File: src/rtl/smc_route_pkg.sv
package smc_route_pkg;

    typedef enum logic [1:0] {
        OUT_HYP   = 2'd0,
        OUT_UNDEF = 2'd1,
        OUT_MON   = 2'd2,
        OUT_FW    = 2'd3
    } smc_outcome_e;

    typedef enum logic {
        ST_IDLE = 1'b0,
        ST_RESP = 1'b1
    } smc_state_e;

    typedef struct packed {
        logic [1:0] el;
        logic       secure;
        logic       top_present;
        logic       mon_dis;
        logic       hyp_tsc;
        logic       conduit_smc;
        logic       fw_call_ok;
        logic       top_is64;
    } smc_ctx_t;

endpackage

File: src/rtl/smc_route_decide.sv
module smc_route_decide
    import smc_route_pkg::*;
#(
    parameter int EL_W  = 2,
    parameter int SYN_W = 32
) (
    input  smc_ctx_t         ctx_i,
    input  logic [SYN_W-1:0] syn_i,
    output smc_outcome_e     outcome_o,
    output logic [EL_W-1:0]  target_o,
    output logic [SYN_W-1:0] syn_o
);
    localparam logic [EL_W-1:0] LVL1 = EL_W'(1);
    localparam logic [EL_W-1:0] LVL2 = EL_W'(2);
    localparam logic [EL_W-1:0] LVL3 = EL_W'(3);

    logic dis_eff;
    logic no_top_forced;
    logic hyp_trap;
    logic fw_valid;
    logic [EL_W-1:0] undef_tgt;

    always_comb begin
        dis_eff       = ctx_i.mon_dis && (ctx_i.top_is64 || !ctx_i.secure);
        no_top_forced = !ctx_i.top_present && !ctx_i.conduit_smc;
        hyp_trap      = (ctx_i.el == 2'd1) && ctx_i.hyp_tsc;
        fw_valid      = ctx_i.conduit_smc && ctx_i.fw_call_ok;
        undef_tgt     = (ctx_i.secure && !ctx_i.top_is64) ? LVL3 : LVL1;
    end

    always_comb begin
        outcome_o = OUT_UNDEF;
        target_o  = undef_tgt;
        syn_o     = '0;
        if (no_top_forced) begin
            outcome_o = OUT_UNDEF;
            target_o  = undef_tgt;
        end else if (hyp_trap) begin
            outcome_o = OUT_HYP;
            target_o  = LVL2;
            syn_o     = syn_i;
        end else if (fw_valid) begin
            outcome_o = OUT_FW;
            target_o  = LVL3;
        end else if (dis_eff || !ctx_i.top_present) begin
            outcome_o = OUT_UNDEF;
            target_o  = undef_tgt;
        end else begin
            outcome_o = OUT_MON;
            target_o  = LVL3;
        end
    end

endmodule

File: src/rtl/smc_route_seq.sv
module smc_route_seq
    import smc_route_pkg::*;
#(
    parameter int EL_W  = 2,
    parameter int SYN_W = 32
) (
    input  logic             clk,
    input  logic             rst_n,
    input  logic             req_i,
    input  smc_outcome_e     dec_outcome_i,
    input  logic [EL_W-1:0]  dec_target_i,
    input  logic [SYN_W-1:0] dec_syn_i,
    output logic             done_o,
    output smc_outcome_e     outcome_o,
    output logic [EL_W-1:0]  target_o,
    output logic [SYN_W-1:0] syn_o
);
    smc_state_e state_q, state_d;

    always_comb begin
        state_d = state_q;
        unique case (state_q)
            ST_IDLE: if (req_i) state_d = ST_RESP;
            ST_RESP: state_d = req_i ? ST_RESP : ST_IDLE;
            default: state_d = ST_IDLE;
        endcase
    end

    always_ff @(posedge clk or negedge rst_n) begin
        if (!rst_n) state_q <= ST_IDLE;
        else        state_q <= state_d;
    end

    always_ff @(posedge clk or negedge rst_n) begin
        if (!rst_n) begin
            outcome_o <= OUT_UNDEF;
            target_o  <= '0;
            syn_o     <= '0;
        end else if (req_i) begin
            outcome_o <= dec_outcome_i;
            target_o  <= dec_target_i;
            syn_o     <= dec_syn_i;
        end
    end

    assign done_o = (state_q == ST_RESP);

    assert_done_follows_req_R8: assert property (@(posedge clk) disable iff (!rst_n)
        req_i |=> done_o);
    assert_done_single_R8: assert property (@(posedge clk) disable iff (!rst_n)
        !req_i |=> !done_o);
    assert_result_hold_R8: assert property (@(posedge clk) disable iff (!rst_n)
        !req_i |=> ($stable(outcome_o) && $stable(target_o) && $stable(syn_o)));
    assert_target_nonzero_R7: assert property (@(posedge clk) disable iff (!rst_n)
        done_o |-> (target_o != '0));

endmodule

File: src/rtl/smc_route_top.sv
module smc_route_top
    import smc_route_pkg::*;
#(
    parameter int SYN_W = 32
) (
    input  logic             clk,
    input  logic             rst_n,
    input  logic             req_i,
    input  logic [1:0]       cur_el_i,
    input  logic             secure_i,
    input  logic             top_present_i,
    input  logic             mon_dis_i,
    input  logic             hyp_tsc_i,
    input  logic             conduit_smc_i,
    input  logic             fw_call_ok_i,
    input  logic             top_is64_i,
    input  logic [SYN_W-1:0] syndrome_i,
    output logic             done_o,
    output logic [1:0]       outcome_o,
    output logic [1:0]       target_el_o,
    output logic [SYN_W-1:0] syndrome_o
);
    localparam int EL_W = 2;

    smc_ctx_t         ctx;
    smc_outcome_e     dec_outcome, reg_outcome;
    logic [EL_W-1:0]  dec_target;
    logic [SYN_W-1:0] dec_syn;

    always_comb begin
        ctx.el          = cur_el_i;
        ctx.secure      = secure_i;
        ctx.top_present = top_present_i;
        ctx.mon_dis     = mon_dis_i;
        ctx.hyp_tsc     = hyp_tsc_i;
        ctx.conduit_smc = conduit_smc_i;
        ctx.fw_call_ok  = fw_call_ok_i;
        ctx.top_is64    = top_is64_i;
    end

    smc_route_decide #(.EL_W(EL_W), .SYN_W(SYN_W)) u_decide (
        .ctx_i     (ctx),
        .syn_i     (syndrome_i),
        .outcome_o (dec_outcome),
        .target_o  (dec_target),
        .syn_o     (dec_syn)
    );

    smc_route_seq #(.EL_W(EL_W), .SYN_W(SYN_W)) u_seq (
        .clk           (clk),
        .rst_n         (rst_n),
        .req_i         (req_i),
        .dec_outcome_i (dec_outcome),
        .dec_target_i  (dec_target),
        .dec_syn_i     (dec_syn),
        .done_o        (done_o),
        .outcome_o     (reg_outcome),
        .target_o      (target_el_o),
        .syn_o         (syndrome_o)
    );

    assign outcome_o = reg_outcome;

    assert_no_top_undef_R2: assert property (@(posedge clk) disable iff (!rst_n)
        (req_i && !top_present_i && !conduit_smc_i) |=> (outcome_o == 2'd1));
    assert_hyp_trap_R3: assert property (@(posedge clk) disable iff (!rst_n)
        (req_i && cur_el_i == 2'd1 && hyp_tsc_i && (top_present_i || conduit_smc_i))
        |=> (outcome_o == 2'd0 && target_el_o == 2'd2 && syndrome_o == $past(syndrome_i)));
    assert_fw_call_R4: assert property (@(posedge clk) disable iff (!rst_n)
        (req_i && !(cur_el_i == 2'd1 && hyp_tsc_i) && conduit_smc_i && fw_call_ok_i)
        |=> (outcome_o == 2'd3 && target_el_o == 2'd3));
    assert_mon_trap_R6: assert property (@(posedge clk) disable iff (!rst_n)
        (req_i && top_present_i && !(cur_el_i == 2'd1 && hyp_tsc_i)
         && !(conduit_smc_i && fw_call_ok_i) && !mon_dis_i)
        |=> (outcome_o == 2'd2 && target_el_o == 2'd3 && syndrome_o == '0));

endmodule

File: config.mk
export PLATFORM = sky130hd
export DESIGN_NAME = smc_route_top
export DESIGN_NICKNAME = d
export VERILOG_FILES = /design/src/rtl/smc_route_pkg.sv /design/src/rtl/smc_route_decide.sv /design/src/rtl/smc_route_seq.sv /design/src/rtl/smc_route_top.sv
export SDC_FILE = /design/constraint.sdc
export NUM_CORES = 1
export LEC_CHECK = 0
export ABC_CLOCK_PERIOD_IN_PS = 1100
export BUFFER_PORTS_ARGS = -buffer_cell sky130_fd_sc_hd__buf_2
export CAP_MARGIN = 40
export CELL_PAD_IN_SITES_DETAIL_PLACEMENT = 1
export CELL_PAD_IN_SITES_GLOBAL_PLACEMENT = 2
export CORE_UTILIZATION = 23
export DETAILED_ROUTE_END_ITERATION = 8
export PLACE_DENSITY_LB_ADDON = 0.12
export SYNTH_ARGS = -nofsm -noshare
export SYNTH_HDL_FRONTEND = slang
export SYNTH_SLANG_ARGS = --single-unit
export TNS_END_PERCENT = 100
File: constraint.sdc
create_clock -name clk -period 1.1 [get_ports clk]
set_clock_uncertainty 0.2 [all_clocks]
set_input_delay 0.22 -clock clk [delete_from_list [all_inputs] [get_ports clk]]
set_output_delay 0.22 -clock clk [all_outputs]
set_load 0.01 [all_outputs]
Word-level counts from Yosys, hierarchy flattened

Cells that the tools add are included.

Logic and storage cells: 28
Output and inout port bits: 37
Register bits: 37
Input port bits: 44

Reductions and logical operators: 11
Multiplexer cells: 12
Equal/unequal tests: 1

Operators by type and width:

| operator                                            | count |
|---|---|
| 2-to-1 mux 32 bit                                   | 2 |
| 2-to-1 mux 2 bit                                    | 9 |
| logical AND 1 bit                                   | 5 |
| zero test 1 bit                                     | 4 |
| equality test 2 x 1 -> 1 bit, second input constant | 1 |
| logical OR 1 bit                                    | 2 |
| 2-to-1 mux 1 bit                                    | 1 |

Logic depth before layout (Yosys ltp)

Depth in word-level cells: 8
Depth in mapped cells: 4
Depth with buffers taken out: 3

Cells and area by module

Synthesis repeated with hierarchy kept, for this count alone.

Cell total of the unflattened synthesis: 124
Area, all modules: 1,825.5 sq um

By module, submodules not included:

| module           | area an instance (sq um) | seq. area each (sq um) | cells an instance | instances |
|---|---|---|---|---|
| smc_route_seq    | 1,516.5                  | 927.1                  | 77                | 1 |
| smc_route_decide | 309.0                    | 0.0                    | 47                | 1 |

Worst setup path after synthesis

Ideal clock, no wire load.

Path type: input to register
From: in cur_el_i[1]
To: reg u_seq.syn_o[0]
Required time: 0.834 ns
Library setup time: 0.066 ns
Stages on the path: 4
Arrival: 0.897 ns
Slack: -0.063 ns
Path buffers: 1
Cell sequence: nand3b_1 > nor2_8 > buf_6 > a22o_1

Word-level cells in the longest chain between the ends: 4

Ends and longest elaborated chain:

| item                         | RTL line               | RTL |
|---|---|---|
| start, declared              | smc_route_top.sv:9     | `input logic [1:0] cur_el_i,` |
| equality test 2 x 1 -> 1 bit | smc_route_decide.sv:26 | `hyp_trap = (ctx_i.el == 2'd1) && ctx_i.hyp_tsc;` |
| logical AND 1 bit            | smc_route_decide.sv:26 |  |
| 2-to-1 mux 32 bit            | smc_route_decide.sv:38 | `end else if (hyp_trap) begin` |
| 2-to-1 mux 32 bit            | smc_route_decide.sv:35 | `if (no_top_forced) begin` |
| end signal, assigned         | smc_route_seq.sv:42    | `syn_o <= dec_syn_i;` |
| end, declared                | smc_route_seq.sv:16    | `output logic [SYN_W-1:0] syn_o` |

Every way passes these cells.
A chain may end at the register's enable or synchronous reset.

Worst setup path after layout

From: reg u_seq.outcome_o[0]
To: out outcome_o[0]

RTL lines:

| item                   | RTL line            | RTL |
|---|---|---|
| start, declared        | smc_route_seq.sv:14 | `output smc_outcome_e outcome_o,` |
| start signal, assigned | smc_route_seq.sv:40 | `outcome_o <= dec_outcome_i;` |
| end, declared          | smc_route_top.sv:19 | `output logic [1:0] outcome_o,` |

No word-level cell between the ends.

==> results_dict.tcl <==
set metrics [dict create \
    stdcell_count 315 \
    grtUsageMet2_pct 24.9 \
    p_clk_share_pct 31.5 \
    cp_num_buf_inv 1 \
    power_switching_mw 0.682 \
    arrival_ns 0.93 \
    wl_um 4520 \
    relSlewSlack_pct 82.8 \
    critPathLaunchType "register" \
    maxSlewViolCount 0 \
    ant_nets 0 \
    rsz0062_at_grt "yes" \
    worstRegToRegCells 3 \
    regArea_um2 927 \
    area_delta_synth_final_pct 94.2 \
    pwr-share-seq_pct 51.0 \
    worst_slack_ns -0.253 \
    crit_fanout 2 \
    swShare_pct 24.0 \
    finalWeightedCongestion 0.707 \
    cp-end-kind "primary output" \
    worst_pin_slew_ns 0.257 \
    initial_core_util_pct 24.4 \
    setup_viol 54 \
    grt_pass1_vias 1478 \
    avgViaCountPerCell 4.41 \
    grt_max_degree 38 \
    post_dp_cell_area_um2 1930 \
    nNetsFinal 286 \
    die_area_um2 6300 \
    yosys.area.top_type "dfrtp_1" \
    synth_cell_types 17 \
    syn_area_um2 1380 \
    cts_tree "done" \
    clock_latency_ns 0.28 \
    post-route-util_pct 47.4 \
    fin_crit_sh_pct 123 \
    syn_inst 93 \
    avgSynthCellArea_um2 14.8 \
    p_int_mw 2.16 \
    power_per_cell_area_nw_per_um2 1060 \
    cp_slowest_cell "dfstp_2" \
    io_pins 81 \
    power_frac_comb_pct 17.6 \
    ys_seq_elements 37 \
    critical_path_class "reg -> out" \
    met3_usage_pct 3.56 \
    coreArea_um2 5640 \
    cts_root_buf "clkbuf_8" \
    antenna_found_initial 0 \
    hp-start "fw_call_ok_i" \
    cp.required_ns 0.68 \
    fillCellCount 619 \
    rows 27 \
    finalHoldViolations 0 \
    multi_input_area_um2 417 \
    cts_made_buffers 5 \
    status "finished, violations left" \
    reg2reg_from "u_seq.outcome_o[0]" \
    ys_warn_count 0 \
    die_w_um 79.4 \
    grt_pass1_wl_um 6790 \
    synth_ff_type "dfrtp_1" \
    crit_family "flip-flops" \
    grt_usage_pct 14.0 \
    fin_crit_ns 1.35 \
    synthTopCellsByArea "dfrtp_1 (65%), a22o_1 (20%), buf_6 (2.5%)" \
    synth_top_area_share_pct 65.5 \
    clock_sinks 37 \
    ys_seq_area_share_pct 67.4 \
    maxCapViolations 0 \
    htree_levels 2 \
    die_y_um 79.4 \
    violations "negative setup slack" \
    wire_per_inst_um 14.3 \
    place_inst 248 \
    slowest_delay_ns 0.55 \
    fin_tns_setup_ns -5.20 \
    r2r-end "u_seq.outcome_o[0]" \
    cts_buffer_depth 2 \
    first_pass_iters 4 \
    r2r_slack_ns -0.10 \
    finalInstanceArea_um2 2670 \
    drive_gt1_share_pct 52.7 \
    p_leak_nw 1.46 \
    clk_pin_slew_ns 0.07 \
    port_buffers 80 \
    dp_slack_ns -0.267 \
    fmax_mhz 739 \
    vdd_drop_max_mv 0.405 \
    hold_class "in -> reg" \
    grt_most_used_layer "met2" \
    overflow 0 \
    hpwl_um 2700 \
    hold-path-endpoint "u_seq.outcome_o[0]" \
    synth_common_cells "dfrtp_1 (36), a22o_1 (32), nand2b_1 (4)" \
    syn-num-nets 137 \
    via_count 1390 \
    hold_depth 3 \
    gr-usage-met1_pct 16.6 \
    async_flop_share_pct 100 \
    drc 0 \
    synth.most_common_cell "dfrtp_1" \
    crit_start "u_seq.outcome_o[0]" \
    antennaDiodeCount 0 \
    path_cells "buf_6" \
    first_iter_violations 39 \
    synth-edff-count 0 \
]
-- registers in the layout (all words and copies together) (netlist names) --
signal and flops:
u_seq.done_o 1, u_seq.outcome_o 2, u_seq.syn_o 32, u_seq.target_o 2
-- per-stage QoR --
stage | hold slack (ns) | total power [mW]
3_3_place_gp | -0.00254 | 1.79
6_report | 0.0508 | 2.84
3_5_place_dp | -0.00113 | 1.80
5_1_grt | 0.0611 | 2.98
2_1_floorplan | -0.276 | 1.59
4_1_cts | 0.0289 | 2.82
-- power groups by stage --
| stage | clock [mW] | combinational [mW] | sequential [mW] |
|---|---|---|---|
| floorplan | 0 | 0.0959 | 1.49 |
| global placement | 0 | 0.327 | 1.47 |
| detailed placement | 0 | 0.333 | 1.47 |
| CTS | 0.932 | 0.449 | 1.44 |
| global route | 0.990 | 0.544 | 1.45 |
| finish | 0.893 | 0.499 | 1.45 |
-- logic make-up (layout without fill, tap and decap cells) --
family | Yosys count | count (layout) | synth area share, %
AOI/OAI and AO/OA | 38 | 38 | 23.9
DFF | 37 | 37 | 67.4
buffers and inverters | 7 | 157 | 3.54
and+or+nand+nor | 11 | 11 | 5.18
-- layer usage --
layer	wire length [um]	part of all wire [%]
met1	1880	42
met3	215	4.8
met4	34	0.75
met5	0	0
met2	2390	53
-- final cells by class --
type	count	share of cell area, %
Inverter	1	0.140
Sequential cell	37	34.7
Clock inverter	2	0.375
Clock buffer	6	2.72
Multi-Input combinational cell	49	15.6
Tap cell	72	3.37
Timing Repair Buffer	148	43.1
-- how the worst max path moves through the flow --
| stage | end | slack, ns | cells past startpoint |
|---|---|---|---|
| after detailed placement | u_seq.syn_o[4] | -0.27 | 5 |
| final | outcome_o[0] | -0.25 | 1 |
| after CTS | outcome_o[0] | -0.27 | 1 |
| after global placement | u_seq.syn_o[8] | -0.22 | 5 |
| after floorplan | u_seq.syn_o[0] | -0.06 | 4 |
| after global routing | outcome_o[0] | -0.28 | 1 |
-- cell usage in the layout, fill, tap and decap left out, drive strengths merged, types with 2 or more instances in the layout --
master          n
buf           113
nand2           2
a22o           32
clkbuf          8
dlymetal6s4s    2
dfrtp          36
dlygate4sd3    31
nand2b          4
clkinv          2
nor2            4
-- timing repair --
| action | 4_1_cts | 5_1_grt |
|---|---|---|
| cloned | 0 | 4 |
| pin swaps | 2 | 11 |
| hold buffers | 33 | 0 |
| hold endpoints to repair | 69 | 0 |
| buffers inserted | 11 | 19 |
| resized for setup | 2 | 16 |
| endpoints found under the setup margin | 38 | 60 |
Note: power is estimated with default switching activity, not from simulation.
